`config.mk`:
```
export PLATFORM = sky130hd
export DESIGN_NAME = supmon_ctrl
export DESIGN_NICKNAME = d
export VERILOG_FILES = /design/src/rtl/supmon_pkg.sv /design/src/rtl/supmon_regs.sv /design/src/rtl/supmon_sampler.sv /design/src/rtl/supmon_alarm.sv /design/src/rtl/supmon_ctrl.sv
export SDC_FILE = /design/constraint.sdc
export NUM_CORES = 1
export LEC_CHECK = 0
export ABC_CLOCK_PERIOD_IN_PS = 4019
export CORE_AREA = 2 2 47 49
export CTS_BUF_LIST = sky130_fd_sc_hd__clkbuf_4
export DETAILED_ROUTE_END_ITERATION = 6
export DIE_AREA = 0 0 49 51
export DONT_BUFFER_PORTS = 1
export PLACE_DENSITY = 0.7
export SLEW_MARGIN = 20
export SYNTH_ARGS = -nofsm -noshare
export SYNTH_HDL_FRONTEND = slang
export SYNTH_HIERARCHICAL = 1
export SYNTH_SLANG_ARGS = --single-unit
export TNS_END_PERCENT = 50
```
`constraint.sdc`:
```
create_clock -name clk_i -period 4.02 [get_ports clk_i]
set_clock_uncertainty 0.15 [all_clocks]
set_input_delay 0.804 -clock clk_i [delete_from_list [all_inputs] [get_ports clk_i]]
set_output_delay 0.804 -clock clk_i [all_outputs]
set_load 0.02 [all_outputs]
```
`src/rtl/supmon_pkg.sv`:
```
package supmon_pkg;
  typedef enum logic [1:0] {
    ACT_OFF  = 2'b00,
    ACT_RST  = 2'b01,
    ACT_IRQ  = 2'b10,
    ACT_OFF3 = 2'b11
  } act_e;

  localparam int unsigned BIT_MODE = 4;
  localparam int unsigned BIT_LOCK = 7;
  localparam int unsigned BIT_ICLR = 8;
  localparam int unsigned BIT_ON   = 9;
endpackage

```
`src/rtl/supmon_regs.sv`:
```
module supmon_regs
  import supmon_pkg::*;
#(
  parameter int unsigned ADDR_W   = 4,
  parameter int unsigned DATA_W   = 32,
  parameter logic [7:0]  KEY      = 8'hAA,
  parameter int unsigned CTRL_OFS = 0,
  parameter int unsigned UNLK_OFS = 4
) (
  input  logic              clk_i,
  input  logic              rst_ni,
  input  logic              wr_en_i,
  input  logic              rd_en_i,
  input  logic [ADDR_W-1:0] addr_i,
  input  logic [DATA_W-1:0] wdata_i,
  output act_e              act_o,
  output logic              mode_o,
  output logic              lock_o,
  output logic              armed_o,
  output logic              irq_clr_o
);
  localparam logic [ADDR_W-1:0] CTRL_A = ADDR_W'(CTRL_OFS);
  localparam logic [ADDR_W-1:0] UNLK_A = ADDR_W'(UNLK_OFS);

  act_e act_q;
  logic mode_q, lock_q, armed_q;
  logic hit_ctrl, hit_unlk, key_ok, accept, access;

  assign hit_ctrl = (addr_i == CTRL_A);
  assign hit_unlk = (addr_i == UNLK_A);
  assign key_ok   = (wdata_i[DATA_W-1 -: 8] == KEY) && (wdata_i[ADDR_W-1:0] == CTRL_A);
  assign access   = wr_en_i | rd_en_i;
  assign accept   = wr_en_i && hit_ctrl && armed_q && !lock_q;

  always_ff @(posedge clk_i or negedge rst_ni) begin
    if (!rst_ni) begin
      armed_q <= 1'b0;
    end else if (access) begin
      armed_q <= wr_en_i && hit_unlk && key_ok;
    end
  end

  always_ff @(posedge clk_i or negedge rst_ni) begin
    if (!rst_ni) begin
      act_q  <= ACT_OFF;
      mode_q <= 1'b0;
      lock_q <= 1'b0;
    end else if (accept) begin
      act_q  <= act_e'(wdata_i[1:0]);
      mode_q <= wdata_i[BIT_MODE];
      lock_q <= wdata_i[BIT_LOCK];
    end
  end

  assign act_o     = act_q;
  assign mode_o    = mode_q;
  assign lock_o    = lock_q;
  assign armed_o   = armed_q;
  assign irq_clr_o = wr_en_i && hit_ctrl && wdata_i[BIT_ICLR];
endmodule

```
`src/rtl/supmon_sampler.sv`:
```
module supmon_sampler #(
  parameter int unsigned PERIOD   = 256,
  parameter int unsigned ON_TICKS = 4
) (
  input  logic clk_i,
  input  logic rst_ni,
  input  logic enable_i,
  input  logic sampled_i,
  input  logic tick_i,
  input  logic below_i,
  output logic on_o,
  output logic below_o
);
  localparam int unsigned CW = (PERIOD > 1) ? $clog2(PERIOD) : 1;
  localparam logic [CW-1:0] LAST_ON  = CW'(ON_TICKS - 1);
  localparam logic [CW-1:0] LAST_CNT = CW'(PERIOD - 1);

  logic [CW-1:0] cnt_q;
  logic in_win, run_smp, capture;

  assign run_smp = enable_i && sampled_i;
  assign in_win  = (cnt_q < CW'(ON_TICKS));
  assign capture = run_smp && tick_i && (cnt_q == LAST_ON);

  always_ff @(posedge clk_i or negedge rst_ni) begin
    if (!rst_ni) begin
      cnt_q <= '0;
    end else if (!run_smp) begin
      cnt_q <= '0;
    end else if (tick_i) begin
      cnt_q <= (cnt_q == LAST_CNT) ? '0 : cnt_q + 1'b1;
    end
  end

  // continuous: follow comparator; sampled: hold between window ends
  always_ff @(posedge clk_i or negedge rst_ni) begin
    if (!rst_ni) begin
      below_o <= 1'b0;
    end else if (!enable_i) begin
      below_o <= 1'b0;
    end else if (!sampled_i || capture) begin
      below_o <= below_i;
    end
  end

  assign on_o = enable_i && (!sampled_i || in_win);
endmodule

```
`src/rtl/supmon_alarm.sv`:
```
module supmon_alarm
  import supmon_pkg::*;
(
  input  logic clk_i,
  input  logic rst_ni,
  input  act_e act_i,
  input  logic below_i,
  input  logic clr_i,
  output logic rst_req_o,
  output logic irq_o
);
  logic irq_q, irq_set;

  assign irq_set = (act_i == ACT_IRQ) && below_i;

  always_ff @(posedge clk_i or negedge rst_ni) begin
    if (!rst_ni)      irq_q <= 1'b0;
    else if (irq_set) irq_q <= 1'b1;
    else if (clr_i)   irq_q <= 1'b0;
  end

  assign rst_req_o = (act_i == ACT_RST) && below_i;
  assign irq_o     = irq_q;
endmodule

```
`src/rtl/supmon_ctrl.sv`:
```
module supmon_ctrl
  import supmon_pkg::*;
#(
  parameter int unsigned ADDR_W   = 4,
  parameter int unsigned DATA_W   = 32,
  parameter logic [7:0]  KEY      = 8'hAA,
  parameter int unsigned CTRL_OFS = 0,
  parameter int unsigned UNLK_OFS = 4,
  parameter int unsigned PERIOD   = 256,
  parameter int unsigned ON_TICKS = 4
) (
  input  logic              clk_i,
  input  logic              rst_ni,
  input  logic              wr_en_i,
  input  logic              rd_en_i,
  input  logic [ADDR_W-1:0] addr_i,
  input  logic [DATA_W-1:0] wdata_i,
  output logic [DATA_W-1:0] rdata_o,
  input  logic              slow_tick_i,
  input  logic              below_i,
  output logic              on_o,
  output logic              rst_req_o,
  output logic              irq_o
);
  act_e act_q;
  logic mode_q, lock_q, armed_q, irq_clr, enabled, below_q;

  supmon_regs #(
    .ADDR_W(ADDR_W), .DATA_W(DATA_W), .KEY(KEY),
    .CTRL_OFS(CTRL_OFS), .UNLK_OFS(UNLK_OFS)
  ) u_regs (
    .clk_i(clk_i), .rst_ni(rst_ni), .wr_en_i(wr_en_i), .rd_en_i(rd_en_i),
    .addr_i(addr_i), .wdata_i(wdata_i), .act_o(act_q), .mode_o(mode_q),
    .lock_o(lock_q), .armed_o(armed_q), .irq_clr_o(irq_clr)
  );

  assign enabled = (act_q == ACT_RST) || (act_q == ACT_IRQ);

  supmon_sampler #(.PERIOD(PERIOD), .ON_TICKS(ON_TICKS)) u_smp (
    .clk_i(clk_i), .rst_ni(rst_ni), .enable_i(enabled), .sampled_i(mode_q),
    .tick_i(slow_tick_i), .below_i(below_i), .on_o(on_o), .below_o(below_q)
  );

  supmon_alarm u_alarm (
    .clk_i(clk_i), .rst_ni(rst_ni), .act_i(act_q), .below_i(below_q),
    .clr_i(irq_clr), .rst_req_o(rst_req_o), .irq_o(irq_o)
  );

  always_comb begin
    rdata_o = '0;
    if (addr_i == ADDR_W'(CTRL_OFS)) begin
      rdata_o[1:0]      = act_q;
      rdata_o[BIT_MODE] = mode_q;
      rdata_o[BIT_LOCK] = lock_q;
      rdata_o[BIT_ICLR] = irq_o;
      rdata_o[BIT_ON]   = on_o;
    end
  end
endmodule

```
* Yosys cells after proc, flatten, opt, wreduce, memory -nomap -nowiden *
Index checks and enable logic that the tools add are counted.

operators by class
  add/subtract/negate cells = 1
  magnitude comparators = 1
  eq/ne operators = 8
  multiplexer cells = 10
  bitwise gates (word level) = 1
  reduce and logical (&&, ||, !) cells = 21

operator list
  cell                   count
  $mux W8                3
  $eq A8 B8 Y1 const B   2
  $logic_and A1 B1 Y1    13
  $add A8 B1 Y8 const B  1
  $eq A8 B2 Y1 const B   1
  $logic_not A4 Y1       2
  $lt A8 B3 Y1 const B   1
  $mux W1                5
  $eq A4 B3 Y1 const B   1
  $ne A2 B2 Y1 const B   2
  $logic_or A1 B1 Y1     3
  $mux W3                1
  $eq A2 B1 Y1 const B   1
  $eq A2 B2 Y1 const B   1
  $logic_not A1 Y1       2
  $mux W2                1
  $reduce_bool A2 Y1     1
  $or A1 B1 Y1           1

storage, ports and cells
  flip-flop bits (word level) = 15
  bits of input ports = 42
  output and inout bits = 35
  logic and storage cells = 49

* Depth between registers and ports, before layout *
Gate-level depths: netlist of run 1.

  word-level depth = 8
  mapped depth = 5
  mapped depth without buffers = 4

* Modules after synthesis *
The synthesis of run 1 kept the hierarchy.

by module, submodules not included
  module          instances  cells an instance  area an instance (sq um)  sequential area each (sq um)
  supmon_sampler  1          55                 509.2                     225.2
  supmon_regs     1          21                 269.0                     125.1
  supmon_ctrl     1          35                 257.7                     0.0
  supmon_alarm    1          6                  52.6                      25.0

* Least setup slack after synthesis of run 1 *
No wires, ideal clock.

  path kind = register -> output
  from = reg u_smp.cnt_q[6]
  to = out rdata_o[9]
  data arrival time = 1.682 ns
  data required time = 3.066 ns
  path slack = 1.384 ns
  stages on the path, launching flop included = 5
  buffers on the path = 0
  cell sequence = dfrtp_1 nor4_1 nand2_1 a21boi_0 and2_1

on the way
  longest elaborated chain between the ends = 4

ends and longest elaborated chain
  what                    RTL line              RTL
  from (decl)             supmon_sampler.sv:18  logic [CW-1:0] cnt_q;
  from (signal assigned)  supmon_sampler.sv:31  cnt_q <= (cnt_q == LAST_CNT) ? '0 : cnt_q + 1'b1;
  $lt A8 B3 Y1            supmon_sampler.sv:22  assign in_win = (cnt_q < CW'(ON_TICKS));
  $logic_or A1 B1 Y1      supmon_sampler.sv:46  assign on_o = enable_i && (!sampled_i || in_win);
  $logic_and A1 B1 Y1     supmon_sampler.sv:46
  via on_o                supmon_ctrl.sv:21     output logic on_o,
  $mux W3                 supmon_ctrl.sv:51     if (addr_i == ADDR_W'(CTRL_OFS)) begin
  to (decl)               supmon_ctrl.sv:18     output logic [DATA_W-1:0] rdata_o,

The timed path passes the listed nets, and every way through them passes these cells.

* Final worst setup path of run 1 *
Ends and elaborated chain as after synthesis.

==> results.yml, run 1 <==
synthesis:
  ys_top_cells_by_count: "buf_4 (28), dfrtp_1 (15), nand2_1 (9)"
  synth_cells: 117
  yosys-top-cells-area: "dfrtp_1 (34%), buf_4 (19%), mux2_2 (4.1%), and2_1 (3.4%), nand2_1 (3.1%)"
  synth_area_mm2: 0.001089
  synth_ff_type: "dfrtp_1"
  async_flop_share: 1.000
  synth_edf_count: 0
  synth_most_common_cell: "buf_4"
  yosysUniqueCellTypes: 35
  seq_area_frac_synth: 0.3448
  synth.avg_cell_area_um2: 9.304
  ys_warn_count: 6
  yosysTopAreaCell: "dfrtp_1"
  synth_top_area_frac: 0.3448
  synth-seq-cells: 15
timing:
  layout_setup_ws_ns: 1.248
  fmax_mhz: 360.7
  fin_crit_sh: 0.6896
  finalHoldViolCount: 0
  min_period_ns: 2.772
  slew_violations: 0
  fin_setup_tns_ns: 0
  setup_viol: 0
  rsz0062_at_grt: "no"
power:
  clock_power_share: 0.315
  vdd_ir_drop_max_mv: 0.2214
  p_comb_frac: 0.107
  intPower_uw: 194.2
  p_per_area_mw_per_mm2: 261.5
  p_sw_uw: 78.31
  power_uw: 272.6
  pwr-share-seq: 0.579
  p_leak_uw: 0.0004600
  switching_share: 0.2873
clocking:
  numCtsBuffers: 3
  htreeDepth: 1
  clkSlewWorstSetupHoldPaths_ns: 0.09
  postCtsHoldBufs: 0
  clkLatencyLatePin_ns: 0.28
  cts_sinks: 15
  ctsLongestPathBuffers: 2
  cts-root-buf: "clkbuf_4"
  cts_setup_buffers: 0
  cts_tree: "yes"
  cts_resized: 0
floorplan:
  initial_core_util: 0.5276
  die_w_um: 49
  die_h_um: 51
  rows: 17
  dieArea_mm2: 0.002499
  io_pins: 77
  core-area_mm2: 0.002063
critical_path:
  start_kind: "flip-flop"
  r2r_setup_slack_ns: 2.41
  worstSetupEndpointType: "output port"
  required_ns: 3.07
  r2r-start: "u_regs/act_o[0]"
  path_class: "flip-flop to output port"
  cp.arrival_ns: 1.82
  startpoint: "u_smp/cnt_q[6]"
  crit_fanout: 5
route:
  dr.pass1.iters: 4
  vias: 737
  drt_iter0_drc: 4
  drt_wl_total_um: 1769
  drc: 0
  wire_per_inst_um: 12.03
  ant_nets: 0
  viasPerCell: 5.014
global_routing:
  grt_first_pass_wirelength_um: 3036
  grt_max_degree: 16
  grt_busiest_layer: "met2"
  grt_overflow_total: 0
  grt_util_all_layers: 0.1567
  use_met2: 0.2808
  use_met1: 0.1728
  antenna_found_initial: 0
  grt_pass1_vias: 720
  grtUsageMet3: 0.06140
status:
  status: "finished clean"
hold_path:
  hold_path_class: "primary input to asynchronous set/reset pin"
finish:
  fin_util: 0.5052
  areaGrowthSynthToFinish_pct: -4.253
  nets: 163
  stdcell_area_mm2: 0.001042
  antenna_cells: 0
  drive_gt1_frac: 0.1176
flow_run:
  maxCapViolCount: 0
placement:
  detailedPlace.worstSlack_ns: 1.434
  dp_hpwl_um: 1437
  gp_congestion: 0.8264
  io_buffers: 0
  placed_area_mm2: 0.001015
==> worst max-delay path: stages (launching register included) <==
cell and delay (ns):
dfrtp_1 0.43, nor4_1 0.41, nand2_1 0.10, a21boi_0 0.17
buf_4 0.17, and2_1 0.25
==> cell families after synthesis <==
family	Yosys count	synth area share
AND/OR/NAND/NOR	46	0.2690
buffers and inverters	31	0.2034
flip-flops	15	0.3448
AO/OA/AOI/OAI	14	0.08392
multiplexers	6	0.05977
XOR/XNOR	3	0.02414
adder cells (fa/ha/maj)	1	0.01149
other	1	0.003445
==> sequential cells by signal, summed over array words and instances, names as in the netlist <==
signal / count
u_regs/act_o: 2
u_regs/armed_o: 1
u_smp/cnt_q: 8
u_alarm/irq_o: 1
u_regs/mode_o: 1
u_smp/below_o: 1
u_regs/lock_o: 1
==> final timing paths <==
| kind | endpoint | cells after the start |
|---|---|---|
| worst max-delay path | rdata_o[9] | 5 |
| worst min-delay path | u_smp/cnt_q[3] | 0 |
| worst max register to register | u_smp/below_o | 4 |
| worst min register to register | u_regs/armed_o | 2 |
| max in group asynchronous | u_regs/act_o[1] | 0 |
| min in group clk_i | u_regs/armed_o | 2 |
==> area by class of cell <==
cell class / count / area (µm²)
Sequential cell: 15 / 375.4
Multi-Input combinational cell: 96 / 585.6
Clock inverter: 1 / 5.005
Tap cell: 28 / 35.03
Timing Repair Buffer: 1 / 7.507
Inverter: 3 / 11.26
Fill cell: 212 / 1021
Clock buffer: 3 / 22.52
==> per-stage QoR <==
step | hold WS [ns] | std cells
after global routing | 0.02750 | 147
after global placement | 0.3348 | 143
after floorplan | 0.3122 | 142
after CTS | 0.03986 | 147
after detailed placement | 0.3507 | 143
final | 0.05370 | 147
==> power groups by stage <==
stage,sequential (µW),combinational [µW],clock (µW)
after floorplan,160,49.0,0
after global placement,161,28.5,0
after detailed placement,161,28.7,0
after CTS,158,28.7,90.6
after global routing,158,31.8,96.0
final,158,29.1,85.7
==> layout by cell type, fill, tap and decap left out, types with 2 or more instances in the layout <==
| cell | Yosys | routed |
|---|---|---|
| inv_1 | 3 | 3 |
| conb_1 | 1 | 26 |
| and2_1 | 6 | 6 |
| o21ai_0 | 3 | 3 |
| nor2_1 | 7 | 7 |
| mux2i_1 | 2 | 2 |
| nand3_1 | 4 | 4 |
| mux2_2 | 4 | 4 |
| clkbuf_4 | 0 | 3 |
| a21oi_1 | 3 | 3 |
| xor2_1 | 3 | 3 |
| nand2_1 | 9 | 9 |
| nor3b_1 | 3 | 3 |
| or3_1 | 2 | 2 |
| dfrtp_1 | 15 | 15 |
| nand3b_1 | 2 | 2 |
| nand4_1 | 4 | 4 |
==> routing by layer <==
metal	share of wire	wire, µm	up-vias
met5	0	0	-
met4	0	0	0
met3	0.071	125	0
met2	0.52	923	31
met1	0.41	721	349
li1	-	-	357
Power figures use the tool's default switching activity.
==> run 2, diff against run 1 <==
--- a/config.mk
+++ b/config.mk
@@ -5,7 +5,7 @@
 export SDC_FILE = /design/constraint.sdc
 export NUM_CORES = 1
 export LEC_CHECK = 0
-export ABC_CLOCK_PERIOD_IN_PS = 4019
+export ABC_CLOCK_PERIOD_IN_PS = 2700
 export CORE_AREA = 2 2 47 49
 export CTS_BUF_LIST = sky130_fd_sc_hd__clkbuf_4
 export DETAILED_ROUTE_END_ITERATION = 6
==> constraint.sdc (replaced) <==
create_clock -name clk_i -period 2.7 [get_ports clk_i]
set_clock_uncertainty 0.15 [all_clocks]
set_input_delay 0.54 -clock clk_i [delete_from_list [all_inputs] [get_ports clk_i]]
set_output_delay 0.54 -clock clk_i [all_outputs]
set_load 0.02 [all_outputs]
==> run 2 against run 1 <==
Compared with the run above: critical path depth down 1; clock power up 52%; power up 52%; critical path type unchanged; highest routed layer unchanged.
==> results.yml, run 2 (same netlist as run 1, synthesis figures left out) <==
power:
  power_uw: 413.6
  p_leak_uw: 0.0004641
  vdd_ir_drop_max_mv: 0.3946
  p_per_area_mw_per_mm2: 393.0
route:
  drt_wl_total_um: 1690
  vias: 751
  ant_nets: 0
  wire_per_inst_um: 11.42
  dr.pass1.iters: 4
  drt_iter0_drc: 9
  viasPerCell: 5.074
  drc: 0
clocking:
  ctsLongestPathBuffers: 2
  cts_sinks: 15
  cts-root-buf: "clkbuf_4"
  htreeDepth: 1
  cts_tree: "yes"
  numCtsBuffers: 3
  clkSlewWorstSetupHoldPaths_ns: 0.10
  clkLatencyLatePin_ns: 0.29
finish:
  largest_reg_flops: 8
  drive_gt1_frac: 0.1167
  max_flop_register: "u_smp/cnt_q"
  final_cells: 148
  layout_commonest_cell: "conb_1"
  antenna_cells: 0
  areaGrowthSynthToFinish_pct: -3.333
  fin_util: 0.5100
  nets: 164
  final_cell_mix: "conb_1 (26), dfrtp_1 (15), nand2_1 (9), nor2_1 (7), and2_1 (6)"
global_routing:
  grt_util_all_layers: 0.1428
  antenna_found_initial: 0
  grt_max_degree: 16
  grt_overflow_total: 0
  grt_first_pass_wirelength_um: 2753
  grt_pass1_vias: 670
timing:
  min_period_ns: 2.430
  worst_pin_slew_ns: 0.6716
  fin_setup_tns_ns: 0
  slew_headroom: 0.5508
  layout_setup_ws_ns: 0.2703
  finalHoldViolCount: 0
  slew_violations: 0
  setup_viol: 0
  rsz0062_at_grt: "no"
  fmax_mhz: 411.6
  fin_crit_sh: 0.8999
floorplan:
  rows: 17
  dieArea_mm2: 0.002499
  initial_core_util: 0.5276
  io_pins: 77
  die_w_um: 49
  die_h_um: 51
  core-area_mm2: 0.002063
critical_path:
  start_kind: "flip-flop"
  cp.arrival_ns: 1.74
  required_ns: 2.01
  worstSetupEndpointType: "output port"
  crit_fanout: 5
  path_class: "flip-flop to output port"
hold_path:
  hold_path_class: "primary input to flip-flop"
placement:
  gp_congestion: 0.8423
  dp_hpwl_um: 1365
  detailedPlace.worstSlack_ns: 0.6110
  dp_cells: 143
  io_buffers: 0
status:
  status: "finished clean"
flow_run:
  maxCapViolCount: 0
[run 2: cell count changes in the layout (fill, tap and decap cells not counted), sizes merged]
| cell | delta |
|---|---|
| dlygate4sd3 | +1 |
[run 2: stage by stage]
step                      hold WS (ns)  area [µm²]
after floorplan                0.09441        1182
after global placement         0.09479        1015
after detailed placement       0.09485        1015
after CTS                       0.2024        1052
after global routing            0.2069        1052
final                           0.2094        1052
[run 2: where the power goes]
group	total (µW)	internal, µW	switching, µW	leakage [µW]
Clock	130	55.1	75.4	0.0000177
Combinational	48.4	7.46	41.0	0.000239
Sequential	235	228	7.00	0.000208
[run 2: critical path, stage by stage (launching register included)]
cell and delay [ns]:
dfrtp_1 0.43, nor4_1 0.39, nand2_1 0.09, a21boi_0 0.26, and2_1 0.29
[run 2: routing by layer]
layer	part of all wire	global-route usage	up-vias
li1	-	-	363
met1	0.41	0.1657	355
met2	0.50	0.2397	33
met3	0.092	0.06433	0
met4	0	0.03810	0
met5	0	0	-
[run 2: cell type report]
cell class	instances	area, µm²
timing repair buffer	2	17.52
inverter	3	11.26
fill	203	1011
clock buffer	3	22.52
multi-input combinational	96	585.6
sequential	15	375.4
tap	28	35.03
clock inverter	1	5.005
[run 2: final timing paths]
kind	slack [ns]	to	start	depth (start not counted)
setup / recovery	0.27	rdata_o[9]	u_smp/cnt_q[6]	4
max in group asynchronous	1.40	u_smp/cnt_q[7]	rst_ni	1
hold / removal	0.21	u_regs/lock_o	wdata_i[7]	1
min in group asynchronous	0.57	u_smp/cnt_q[1]	rst_ni	1
setup reg to reg	1.08	u_smp/below_o	u_regs/act_o[0]	4
hold reg to reg	0.36	u_regs/armed_o	u_regs/armed_o	2
[run 2: repair_timing]
action / in CTS / in global routing
hold buffers: 1 / 0
setup buffers: 0 / 0
endpoints found under the hold margin: 15 / 0
resized for setup: 0 / 0
==> run 3, diff against run 2 <==
--- a/config.mk
+++ b/config.mk
@@ -5,11 +5,11 @@
 export SDC_FILE = /design/constraint.sdc
 export NUM_CORES = 1
 export LEC_CHECK = 0
-export ABC_CLOCK_PERIOD_IN_PS = 2700
-export CORE_AREA = 2 2 47 49
+export ABC_CLOCK_PERIOD_IN_PS = 2080
+export CORE_AREA = 2 2 48 50
 export CTS_BUF_LIST = sky130_fd_sc_hd__clkbuf_4
 export DETAILED_ROUTE_END_ITERATION = 6
-export DIE_AREA = 0 0 49 51
+export DIE_AREA = 0 0 50 52
 export DONT_BUFFER_PORTS = 1
 export PLACE_DENSITY = 0.7
 export SLEW_MARGIN = 20
==> constraint.sdc (replaced) <==
create_clock -name clk_i -period 2.08 [get_ports clk_i]
set_clock_uncertainty 0.15 [all_clocks]
set_input_delay 0.416 -clock clk_i [delete_from_list [all_inputs] [get_ports clk_i]]
set_output_delay 0.416 -clock clk_i [all_outputs]
set_load 0.02 [all_outputs]
==> run 3 against run 2 <==
Compared with the run above: via count up 1.9%; the run now ends with negative setup slack left; power is 31% higher; critical path depth unchanged; core utilization is essentially flat; clock-buffer cell count is the same; worst setup slack worse by 0.28 ns; clock power grew 33%; worst hold slack lost 0.12 ns; non-clock buffer count up 1; combinational power grew 30%; sequential share of layout area fell by 0.75 points; largest cell class unchanged; global-route usage is 0.95 points higher.
==> results.yml, run 3 (same netlist as run 1, synthesis figures left out) <==
power:
  vdd_ir_drop_max_mv: 0.4193
  p_leak_uw: 0.0004703
  p_per_area_mw_per_mm2: 503.1
critical_path:
  crit_cells: 4
  crit_buf_inv: 0
  cpLargestDelayFamily: "simple AND/OR/NAND/NOR gates"
  path_class: "flip-flop to output port"
  max_stage_delay_ns: 0.41
  r2r_cells: 4
  path_cells: "nor4_2 > nand2_1 > a21boi_2 > and2_4"
  critPathSlowestCell: "dfrtp_1"
  cp.arrival_ns: 1.52
  r2r_setup_slack_ns: 0.43
  start_kind: "flip-flop"
  worstSetupEndpointType: "output port"
  required_ns: 1.51
  crit_fanout: 2
hold_path:
  hold_depth: 1
  hold_path_class: "primary input to flip-flop"
clocking:
  htreeDepth: 1
  clkLatencyLatePin_ns: 0.29
  cts_sinks: 15
  cts_tree: "yes"
  cts_setup_buffers: 0
  numCtsBuffers: 3
  cts-root-buf: "clkbuf_4"
  ctsLongestPathBuffers: 2
  clkSlewWorstSetupHoldPaths_ns: 0.10
timing:
  layout_setup_ws_ns: -0.005163
  worst_pin_slew_ns: 0.6915
  rsz0062_at_grt: "yes"
  finalHoldViolCount: 0
  fin_crit_sh: 1.002
  setup_viol: 1
  min_period_ns: 2.085
  fmax_mhz: 479.6
  fin_setup_tns_ns: -0.005163
  slew_violations: 0
  slew_headroom: 0.5374
finish:
  final_cells: 149
  nets: 165
  fin_util: 0.5104
  layout_commonest_cell: "conb_1"
  seqCellArea_um2: 375.4
  antenna_cells: 0
  areaGrowthSynthToFinish_pct: -1.264
  fillers: 204
  final_cell_mix: "conb_1 (26), dfrtp_1 (15), nand2_1 (9), nor2_1 (7), and2_1 (5)"
  multi_input_area_um2: 598.1
  largest_reg_flops: 8
  drive_gt1_frac: 0.1488
  max_flop_register: "u_smp/cnt_q"
floorplan:
  die_w_um: 50
  core-area_mm2: 0.002106
  io_pins: 77
  rows: 17
  die_h_um: 52
  initial_core_util: 0.5169
  dieArea_mm2: 0.002600
global_routing:
  antenna_found_initial: 0
  grt_overflow_total: 0
  grt_util_all_layers: 0.1523
  grt_max_degree: 16
  grt_first_pass_wirelength_um: 3008
  grt_pass1_vias: 725
route:
  vias: 765
  wire_per_inst_um: 12.69
  drt_wl_total_um: 1891
  ant_nets: 0
  viasPerCell: 5.134
  drc: 0
  dr.pass1.iters: 4
  drt_iter0_drc: 39
placement:
  dp_cells: 144
  dp_hpwl_um: 1454
  gp_congestion: 0.8416
  io_buffers: 0
status:
  violations: "negative setup slack"
  status: "complete, but fails checks"
flow_run:
  maxCapViolCount: 0
-- run 3: metrics by stage --
step | cell area (µm²) | setup WS, ns | hold WS (ns) | total power [µW]
2_1_floorplan | 1182 | 0.01417 | -0.02959 | 404.2
3_3_place_gp | 1022 | 0.1549 | -0.02918 | 365.3
3_5_place_dp | 1022 | 0.1500 | -0.02918 | 366.0
4_1_cts | 1075 | 0.01114 | 0.07904 | 547.6
5_1_grt | 1075 | -0.05622 | 0.08242 | 567.1
6_report | 1075 | -0.005163 | 0.08929 | 540.7
-- run 3: worst paths after layout --
kind,from,to
max,u_smp/cnt_q[3],rdata_o[9]
min,wdata_i[7],u_regs/lock_o
max reg2reg,u_regs/act_o[0],u_smp/below_o
min reg2reg,u_regs/armed_o,u_regs/armed_o
max in group asynchronous,rst_ni,u_smp/cnt_q[0]
min in group asynchronous,rst_ni,u_smp/cnt_q[3]
-- run 3: per-layer routing --
| metal | global-route usage | routed length (µm) |
|---|---|---|
| met3 | 0.05747 | 158 |
| met4 | 0.01389 | 0 |
| met2 | 0.2697 | 952 |
| met1 | 0.1810 | 780 |
| met5 | 0 | 0 |
-- run 3: worst reg2reg max path, cell delays in order (launching register included) --
cell	delay (ns)
dfrtp_1	0.43
xor2_1	0.25
nand2_1	0.25
a41oi_1	0.29
mux2i_1	0.21
-- run 3: what timing repair did --
action,4_1_cts,5_1_grt
pin swaps,2,0
cloned,0,0
gates resized for setup,4,0
endpoints found under the setup margin,2,2
hold endpoints to repair,15,0
hold buffers,1,0
-- run 3: power by group --
group          leakage [µW]  switching, µW  internal, µW  total [µW]
logic              0.000249           53.5          9.68        63.1
clock network     0.0000139           99.7          73.0         173
registers          0.000208           9.22           296         305
total              0.000470            162           378         541
-- run 3: layout make-up --
| cell class | count | share of cell area |
|---|---|---|
| well taps | 28 | 0.03260 |
| flip-flops and latches | 15 | 0.3492 |
| clock buffers | 3 | 0.02095 |
| clock inverters | 1 | 0.006985 |
| multi-input cells | 96 | 0.5565 |
| inverters | 3 | 0.01048 |
| repair buffers | 3 | 0.02328 |
